## config.mk

```make
export PLATFORM = sky130hd
export DESIGN_NAME = lsu_byte_lane
export DESIGN_NICKNAME = d
export VERILOG_FILES = /design/src/rtl/lsu_pkg.sv /design/src/rtl/lsu_ctrl.sv /design/src/rtl/lsu_data.sv /design/src/rtl/lsu_byte_lane.sv
export SDC_FILE = /design/constraint.sdc
export NUM_CORES = 1
export LEC_CHECK = 0
export BUFFER_PORTS_ARGS = -buffer_cell sky130_fd_sc_hd__clkbuf_2
export CORE_AREA = 2 2 88 90
export DETAILED_ROUTE_END_ITERATION = 8
export DIE_AREA = 0 0 90 92
export PLACE_DENSITY = 0.82
export REMOVE_ABC_BUFFERS = 1
export SLEW_MARGIN = 20
export SYNTH_ARGS = -nofsm -noshare
export SYNTH_HDL_FRONTEND = slang
export SYNTH_HIERARCHICAL = 1
export SYNTH_SLANG_ARGS = --single-unit
```

## constraint.sdc

```tcl
create_clock -name clk -period 6.8 [get_ports clk]
set_input_delay 0.68 -clock clk [delete_from_list [all_inputs] [get_ports clk]]
set_output_delay 0.68 -clock clk [all_outputs]
set_load 0.1 [all_outputs]
```

## src/rtl/lsu_pkg.sv

```systemverilog
package lsu_pkg;
  localparam int LSU_DATA_W = 32;
  localparam int LSU_LANES  = LSU_DATA_W / 8;
  localparam int LSU_LANE_W = $clog2(LSU_LANES);

  typedef enum logic [1:0] {
    SZ_BYTE = 2'b00,
    SZ_HALF = 2'b01,
    SZ_WORD = 2'b10,
    SZ_WRDX = 2'b11
  } accSize_e;

  typedef struct packed {
    logic                  memEn;
    logic                  memWe;
    logic                  addrErr;
    logic [LSU_LANES-1:0]  strobe;
    accSize_e              wrSize;
    logic [LSU_LANE_W-1:0] rdLane;
    accSize_e              rdSize;
    logic                  rdUnsigned;
    logic                  rdValid;
  } ctrlStrb_t;
endpackage

```

## src/rtl/lsu_ctrl.sv

```systemverilog
module lsu_ctrl
  import lsu_pkg::*;
(
  input  logic                  clk,
  input  logic                  rstN,
  input  logic                  reqValid,
  input  logic                  reqWrite,
  input  logic [1:0]            reqSize,
  input  logic                  reqUnsigned,
  input  logic [LSU_LANE_W-1:0] lane,
  output ctrlStrb_t             ctl
);
  localparam logic [LSU_LANES-1:0] BYTE_MASK = {1'b1, {(LSU_LANES-1){1'b0}}};
  localparam logic [LSU_LANES-1:0] HALF_MASK = {2'b11, {(LSU_LANES-2){1'b0}}};

  accSize_e              sizeE;
  logic                  misaligned;
  logic                  accept;
  logic [LSU_LANES-1:0]  laneMask;
  logic                  pendValid;
  logic [LSU_LANE_W-1:0] pendLane;
  accSize_e              pendSize;
  logic                  pendUns;

  assign sizeE = accSize_e'(reqSize);

  always_comb begin
    unique case (sizeE)
      SZ_BYTE: misaligned = 1'b0;
      SZ_HALF: misaligned = lane[0];
      default: misaligned = (lane != '0);
    endcase
  end

  assign accept = reqValid && !misaligned;

  always_comb begin
    unique case (sizeE)
      SZ_BYTE: laneMask = BYTE_MASK >> lane;
      SZ_HALF: laneMask = HALF_MASK >> lane;
      default: laneMask = '1;
    endcase
  end

  always_ff @(posedge clk or negedge rstN) begin
    if (!rstN) begin
      pendValid <= 1'b0;
      pendLane  <= '0;
      pendSize  <= SZ_WORD;
      pendUns   <= 1'b0;
    end else begin
      pendValid <= accept && !reqWrite;
      if (accept && !reqWrite) begin
        pendLane <= lane;
        pendSize <= sizeE;
        pendUns  <= reqUnsigned;
      end
    end
  end

  always_comb begin
    ctl.memEn      = accept;
    ctl.memWe      = accept && reqWrite;
    ctl.addrErr    = reqValid && misaligned;
    ctl.strobe     = (accept && reqWrite) ? laneMask : '0;
    ctl.wrSize     = sizeE;
    ctl.rdLane     = pendLane;
    ctl.rdSize     = pendSize;
    ctl.rdUnsigned = pendUns;
    ctl.rdValid    = pendValid;
  end
endmodule

```

## src/rtl/lsu_data.sv

```systemverilog
module lsu_data
  import lsu_pkg::*;
#(
  parameter int ADDR_W = 32,
  parameter int OFF_W  = 16
) (
  input  logic [ADDR_W-1:0]     baseAddr,
  input  logic [OFF_W-1:0]      offset,
  input  logic [LSU_DATA_W-1:0] storeData,
  input  logic [LSU_DATA_W-1:0] memRdata,
  input  ctrlStrb_t             ctl,
  output logic [LSU_LANE_W-1:0] lane,
  output logic [ADDR_W-1:0]     memAddr,
  output logic [LSU_DATA_W-1:0] memWdata,
  output logic [LSU_DATA_W-1:0] loadData
);
  localparam int EXT_W  = ADDR_W - OFF_W;
  localparam int HALF_W = LSU_DATA_W / 2;

  logic [ADDR_W-1:0]     effAddr;
  logic [LSU_DATA_W-1:0] shifted;
  logic [7:0]            byteVal;
  logic [HALF_W-1:0]     halfVal;
  logic                  fillB;
  logic                  fillH;

  assign effAddr = baseAddr + {{EXT_W{offset[OFF_W-1]}}, offset};
  assign lane    = effAddr[LSU_LANE_W-1:0];
  assign memAddr = {effAddr[ADDR_W-1:LSU_LANE_W], {LSU_LANE_W{1'b0}}};

  always_comb begin
    unique case (ctl.wrSize)
      SZ_BYTE: memWdata = {LSU_LANES{storeData[7:0]}};
      SZ_HALF: memWdata = {2{storeData[HALF_W-1:0]}};
      default: memWdata = storeData;
    endcase
  end

  assign shifted = memRdata << (ctl.rdLane * 8);
  assign byteVal = shifted[LSU_DATA_W-1 -: 8];
  assign halfVal = shifted[LSU_DATA_W-1 -: HALF_W];
  assign fillB   = !ctl.rdUnsigned && byteVal[7];
  assign fillH   = !ctl.rdUnsigned && halfVal[HALF_W-1];

  always_comb begin
    unique case (ctl.rdSize)
      SZ_BYTE: loadData = {{(LSU_DATA_W-8){fillB}}, byteVal};
      SZ_HALF: loadData = {{HALF_W{fillH}}, halfVal};
      default: loadData = memRdata;
    endcase
  end
endmodule

```

## src/rtl/lsu_byte_lane.sv

```systemverilog
module lsu_byte_lane
  import lsu_pkg::*;
#(
  parameter int ADDR_W = 32,
  parameter int OFF_W  = 16
) (
  input  logic                  clk,
  input  logic                  rstN,
  input  logic                  reqValid,
  input  logic                  reqWrite,
  input  logic [1:0]            reqSize,
  input  logic                  reqUnsigned,
  input  logic [ADDR_W-1:0]     baseAddr,
  input  logic [OFF_W-1:0]      offset,
  input  logic [LSU_DATA_W-1:0] storeData,
  output logic [ADDR_W-1:0]     memAddr,
  output logic                  memEn,
  output logic                  memWe,
  output logic [LSU_LANES-1:0]  memStrobe,
  output logic [LSU_DATA_W-1:0] memWdata,
  input  logic [LSU_DATA_W-1:0] memRdata,
  output logic                  addrErr,
  output logic                  loadValid,
  output logic [LSU_DATA_W-1:0] loadData
);
  ctrlStrb_t             ctl;
  logic [LSU_LANE_W-1:0] lane;

  lsu_ctrl uCtrl (
    .clk(clk), .rstN(rstN), .reqValid(reqValid), .reqWrite(reqWrite),
    .reqSize(reqSize), .reqUnsigned(reqUnsigned), .lane(lane), .ctl(ctl)
  );

  lsu_data #(.ADDR_W(ADDR_W), .OFF_W(OFF_W)) uData (
    .baseAddr(baseAddr), .offset(offset), .storeData(storeData),
    .memRdata(memRdata), .ctl(ctl), .lane(lane), .memAddr(memAddr),
    .memWdata(memWdata), .loadData(loadData)
  );

  assign memEn     = ctl.memEn;
  assign memWe     = ctl.memWe;
  assign memStrobe = ctl.strobe;
  assign addrErr   = ctl.addrErr;
  assign loadValid = ctl.rdValid;
endmodule

```

==> results by stage <==
Route:
- The detailed router placed around 3900 vias in this run.
- The DRC violation count after routing is 0.
- The detail route stage leaves a number of antenna-violating nets equal to 0.
- The routed design uses 5330 µm of met2 wire.
- Dividing the detail-routed wire length by the instance count gives ~15 µm.
- The post-detailed-routing wire length is roughly 10000 µm.
- The initial DRC count is ~200.
- The sum of met3 wire segment lengths after detailed routing is approximately 800 µm.
- Dividing the detail-routed via count by the number of cells gives approximately 5.5.
- After detailed routing, the wire length on met1 is 3990 µm.
- The highest routed metal layer is met4.
- The length of the first detailed-routing pass in iterations is 5.

Worst setup path:
- Data on the critical path arrives at its endpoint at between 3 and 4 ns.
- In this run the critical register-to-register path is launched from uCtrl/pendSize[1].
- The critical setup path kind is primary input to output port.
- The required time of the critical path is 6.12 ns.
- The worst setup path is captured at an output port.
- The worst setup path is launched from a primary input.
- The critical register-to-register path endpoint is uCtrl/pendSize[1].
- The worst reg-to-reg setup slack is around 5.6 ns.
- The maximum fanout along the worst path is 4.
- The worst register-to-register path has a depth of 2.

Yosys:
- Sequential cells were found to cover just under 5% of the synthesized design area.
- Yosys mapped a number of flops with a built-in enable equal to 0.
- Yosys attributes the largest share of cell area to sky130_fd_sc_hd__ha_1, sky130_fd_sc_hd__nand2_1, sky130_fd_sc_hd__a21oi_1.
- In this run, distinct cell masters in the synthesized netlist total 62.
- After technology mapping, the gate count stands at between 400 and 500.
- The share of synthesized area in the top cell type comes to around 13%.
- The combined area of all synthesized cells is around 0.0031 mm².
- Yosys printed 6 warnings.
- The share of async-settable or async-resettable flops after synthesis is 100%.
- After synthesis, the mean cell area works out to roughly 7.4 µm².
- Synthesis inferred 6 register bits.
- The cell type with the highest aggregate area in the netlist is sky130_fd_sc_hd__ha_1.
- The flip-flop cell with the highest count after synthesis is sky130_fd_sc_hd__dfrtp_1.

Cells and area:
- Leaving out fill and tap cells, the most frequent cell in the layout is sky130_fd_sc_hd__clkbuf_2.
- In the final layout, the share of cells above drive strength 1 is 44.4%.
- The net count reported at finish is 756.
- After filler insertion, the fill cell instance count of the layout stands at between 700 and 800.
- The number of antenna diodes in the final layout is 0.
- Once layout is complete, the utilization of the core stands at a little under three fifths.
- Relative to the synthesized area, the layout overhead comes to 35.1%.
- The library cells used most frequently in the layout, excluding fill and tap cells, are sky130_fd_sc_hd__clkbuf_2, sky130_fd_sc_hd__nand2_1, sky130_fd_sc_hd__a21oi_1, sky130_fd_sc_hd__ha_1, sky130_fd_sc_hd__o21ai_0.

Timing:
- Setup slack on the critical path of the routed design comes to 2.48 ns.
- The count of pins over their slew limit is 0.
- Setup repair after global routing left no endpoint under its margin.
- Setup violations remaining at the end of the flow were counted as 0.
- The minimum period implied by the final worst setup slack is roughly 4.3 ns.
- The final hold violation count is 0.
- The accumulated negative setup slack is 0 ns.
- The worst slew slack as a fraction of its limit is about two fifths.
- The tightest hold path in the finished design has a slack of 0.271 ns.
- For this run, the top clock speed supported by timing is about 230 MHz.
- In the finished design, the share of the clock period the worst path needs comes to between 60% and 70%.
- Between clock sinks in the finished design, the worst skew comes to 0 ns.
- The slew of the pin with the lowest slew margin is just under 0.9 ns.

Clocking:
- TritonCTS built the clock tree.
- The maximum buffer depth of the clock tree is 2.
- The buffer type at the clock tree root is sky130_fd_sc_hd__clkbuf_8.
- After clock tree synthesis, the repair step resized 0 gates.
- After clock tree synthesis, the clock-pin slew on the worst setup and hold paths is ~0.040 ns.
- The number of levels in the clock H-tree is 1.
- For this design, the CTS-stage hold fixing added 0 buffers.
- Counting the buffers created by CTS gives 3.
- The post-CTS setup repair buffer count is 0.
- The clock sink count is 6.
- The insertion delay of the later-clocked pin in the worst-skew pair is approximately 0.22 ns.

Place:
- Prior to clock tree synthesis, the placed netlist has a worst setup slack of 2.52 ns.
- After legalization and detailed placement, the total HPWL measured slightly below 9000 µm.
- The global placer's final weighted congestion is 0.941.
- The quantity of I/O buffers inserted on ports is 220.

Global route:
- The largest net degree at the start of global routing is 39.
- Global routing consumed, over all layers together, a little under a quarter of the routing resources.
- The via count of the first global-routing pass came to roughly 3800.
- For this run the aggregate overflow at the end of global routing stands at 0.
- The initial antenna violation count was 0.
- The first global-routing pass estimated approximately 17000 µm of wire.

Floorplan:
- Pin placement for this block handled around 220 I/O pins.
- The die is roughly 90 µm wide.
- The initialized floorplan defines 32 standard-cell rows.
- The height of the chip is between 90 and 100 µm.
- The region available for standard cell placement spans approximately 0.0074 mm².
- The area of the die is 0.00828 mm².
- The initial utilization of the core area, before any placement, comes to just over 40%.

Power and ir drop:
- The peak supply drop is between 0.0002 and 0.00025 V.
- The overall power consumption is 1.25 mW.
- The analysis attributes to cell leakage a power of 2.27 nW.
- In this run the power density over the cells is around 300 mW/mm².

Min path:
- The kind of path behind the tightest hold check is primary input to asynchronous set/reset pin.

Run:
- The tool flagged a number of max-cap violations equal to 0.

Status:
- The run finished with clean final reports.
## metal layers
layer,global-route usage (%),up-vias
met4,7.05,0
li1,-,1884
met2,45.4,214
met1,27.8,1760
met3,3.29,16
met5,0,-
## metrics by stage
| stage | std cells | cell area [µm²] |
|---|---|---|
| after floorplan | 380 | 2860 |
| after global routing | 706 | 4140 |
| final | 706 | 4140 |
| after CTS | 706 | 4140 |
| after detailed placement | 702 | 4090 |
| after global placement | 702 | 4090 |
## cell type report
cell class | instances | area (µm²) | area share (%)
Inverter | 10 | 37.5 | 0.908
Timing Repair Buffer | 220 | 1100 | 26.6
Sequential cell | 6 | 151 | 3.66
Multi-Input combinational cell | 364 | 2670 | 64.6
Tap cell | 102 | 128 | 3.09
Clock buffer | 4 | 45.0 | 1.09
## registers in the layout, summed over array words and instances (netlist names)
register and flops:
uCtrl/pendUns 1, uCtrl/pendLane 2, uCtrl/pendSize 2, uCtrl/pendValid 1
## power by group
part | switching [mW] | internal, mW
Combinational | 0.899 | 0.220
Clock | 0.0156 | 0.0403
Sequential | 0.0307 | 0.0433
## worst max-delay path by stage
stage                     startpoint      endpoint  slack [ns]  depth (start not counted)
final                      offset[0]   memAddr[30]        2.48                         12
after global routing       offset[0]   memAddr[28]        2.35                         12
after CTS                  offset[0]   memAddr[30]        2.52                         12
after detailed placement   offset[0]   memAddr[28]        2.52                         12
after global placement     offset[0]   memAddr[28]        2.57                         12
after floorplan            offset[0]  memStrobe[2]        1.73                          3
## synth_stat cells (2+ instances only)
| cell type | count |
|---|---|
| sky130_fd_sc_hd__nor2b_1 | 2 |
| sky130_fd_sc_hd__mux4_2 | 8 |
| sky130_fd_sc_hd__dfrtp_1 | 5 |
| sky130_fd_sc_hd__a21oi_1 | 39 |
| sky130_fd_sc_hd__o21ai_2 | 3 |
| sky130_fd_sc_hd__ha_1 | 31 |
| sky130_fd_sc_hd__nor2_1 | 29 |
| sky130_fd_sc_hd__a21oi_2 | 2 |
| sky130_fd_sc_hd__o21bai_1 | 6 |
| sky130_fd_sc_hd__nand4_1 | 3 |
| sky130_fd_sc_hd__xor2_1 | 12 |
| sky130_fd_sc_hd__and3_1 | 3 |
| sky130_fd_sc_hd__a31oi_1 | 3 |
| sky130_fd_sc_hd__inv_1 | 10 |
| sky130_fd_sc_hd__o21ai_1 | 2 |
| sky130_fd_sc_hd__a21o_1 | 9 |
| sky130_fd_sc_hd__nor4_1 | 2 |
| sky130_fd_sc_hd__mux2i_1 | 16 |
| sky130_fd_sc_hd__a221o_1 | 10 |
| sky130_fd_sc_hd__a211oi_1 | 2 |
| sky130_fd_sc_hd__buf_4 | 16 |
| sky130_fd_sc_hd__nand2b_1 | 2 |
| sky130_fd_sc_hd__mux2_2 | 16 |
| sky130_fd_sc_hd__buf_2 | 4 |
| sky130_fd_sc_hd__o22ai_1 | 2 |
| sky130_fd_sc_hd__o21ai_0 | 30 |
| sky130_fd_sc_hd__clkbuf_1 | 13 |
| sky130_fd_sc_hd__nor3_1 | 4 |
| sky130_fd_sc_hd__xnor2_1 | 21 |
| sky130_fd_sc_hd__nand3_1 | 7 |
| sky130_fd_sc_hd__nand2_1 | 71 |
## critical path, cell delays in order
cell,delay (ns)
sky130_fd_sc_hd__clkbuf_2,0.10
sky130_fd_sc_hd__ha_1,0.22
sky130_fd_sc_hd__fa_1,0.42
sky130_fd_sc_hd__a21oi_1,0.30
sky130_fd_sc_hd__o211ai_2,0.16
sky130_fd_sc_hd__a41oi_4,0.31
sky130_fd_sc_hd__o21ai_2,0.14
sky130_fd_sc_hd__a31oi_4,0.27
sky130_fd_sc_hd__o21ai_2,0.13
sky130_fd_sc_hd__a41oi_1,0.27
sky130_fd_sc_hd__xnor2_1,0.15
sky130_fd_sc_hd__clkbuf_2,0.48
## cell families after synthesis
| group | Yosys count | synth area share, % |
|---|---|---|
| muxes | 41 | 17.5 |
| adders and majority gates | 32 | 13.3 |
| other | 1 | 0.122 |
| DFF | 6 | 4.94 |
| buffers and inverters | 45 | 7.89 |
| AOI/OAI and AO/OA | 123 | 27.7 |
| xor gates and xnor gates | 33 | 9.44 |
| and+or+nand+nor | 133 | 19.1 |
Note: power is estimated with default switching activity, not from simulation.
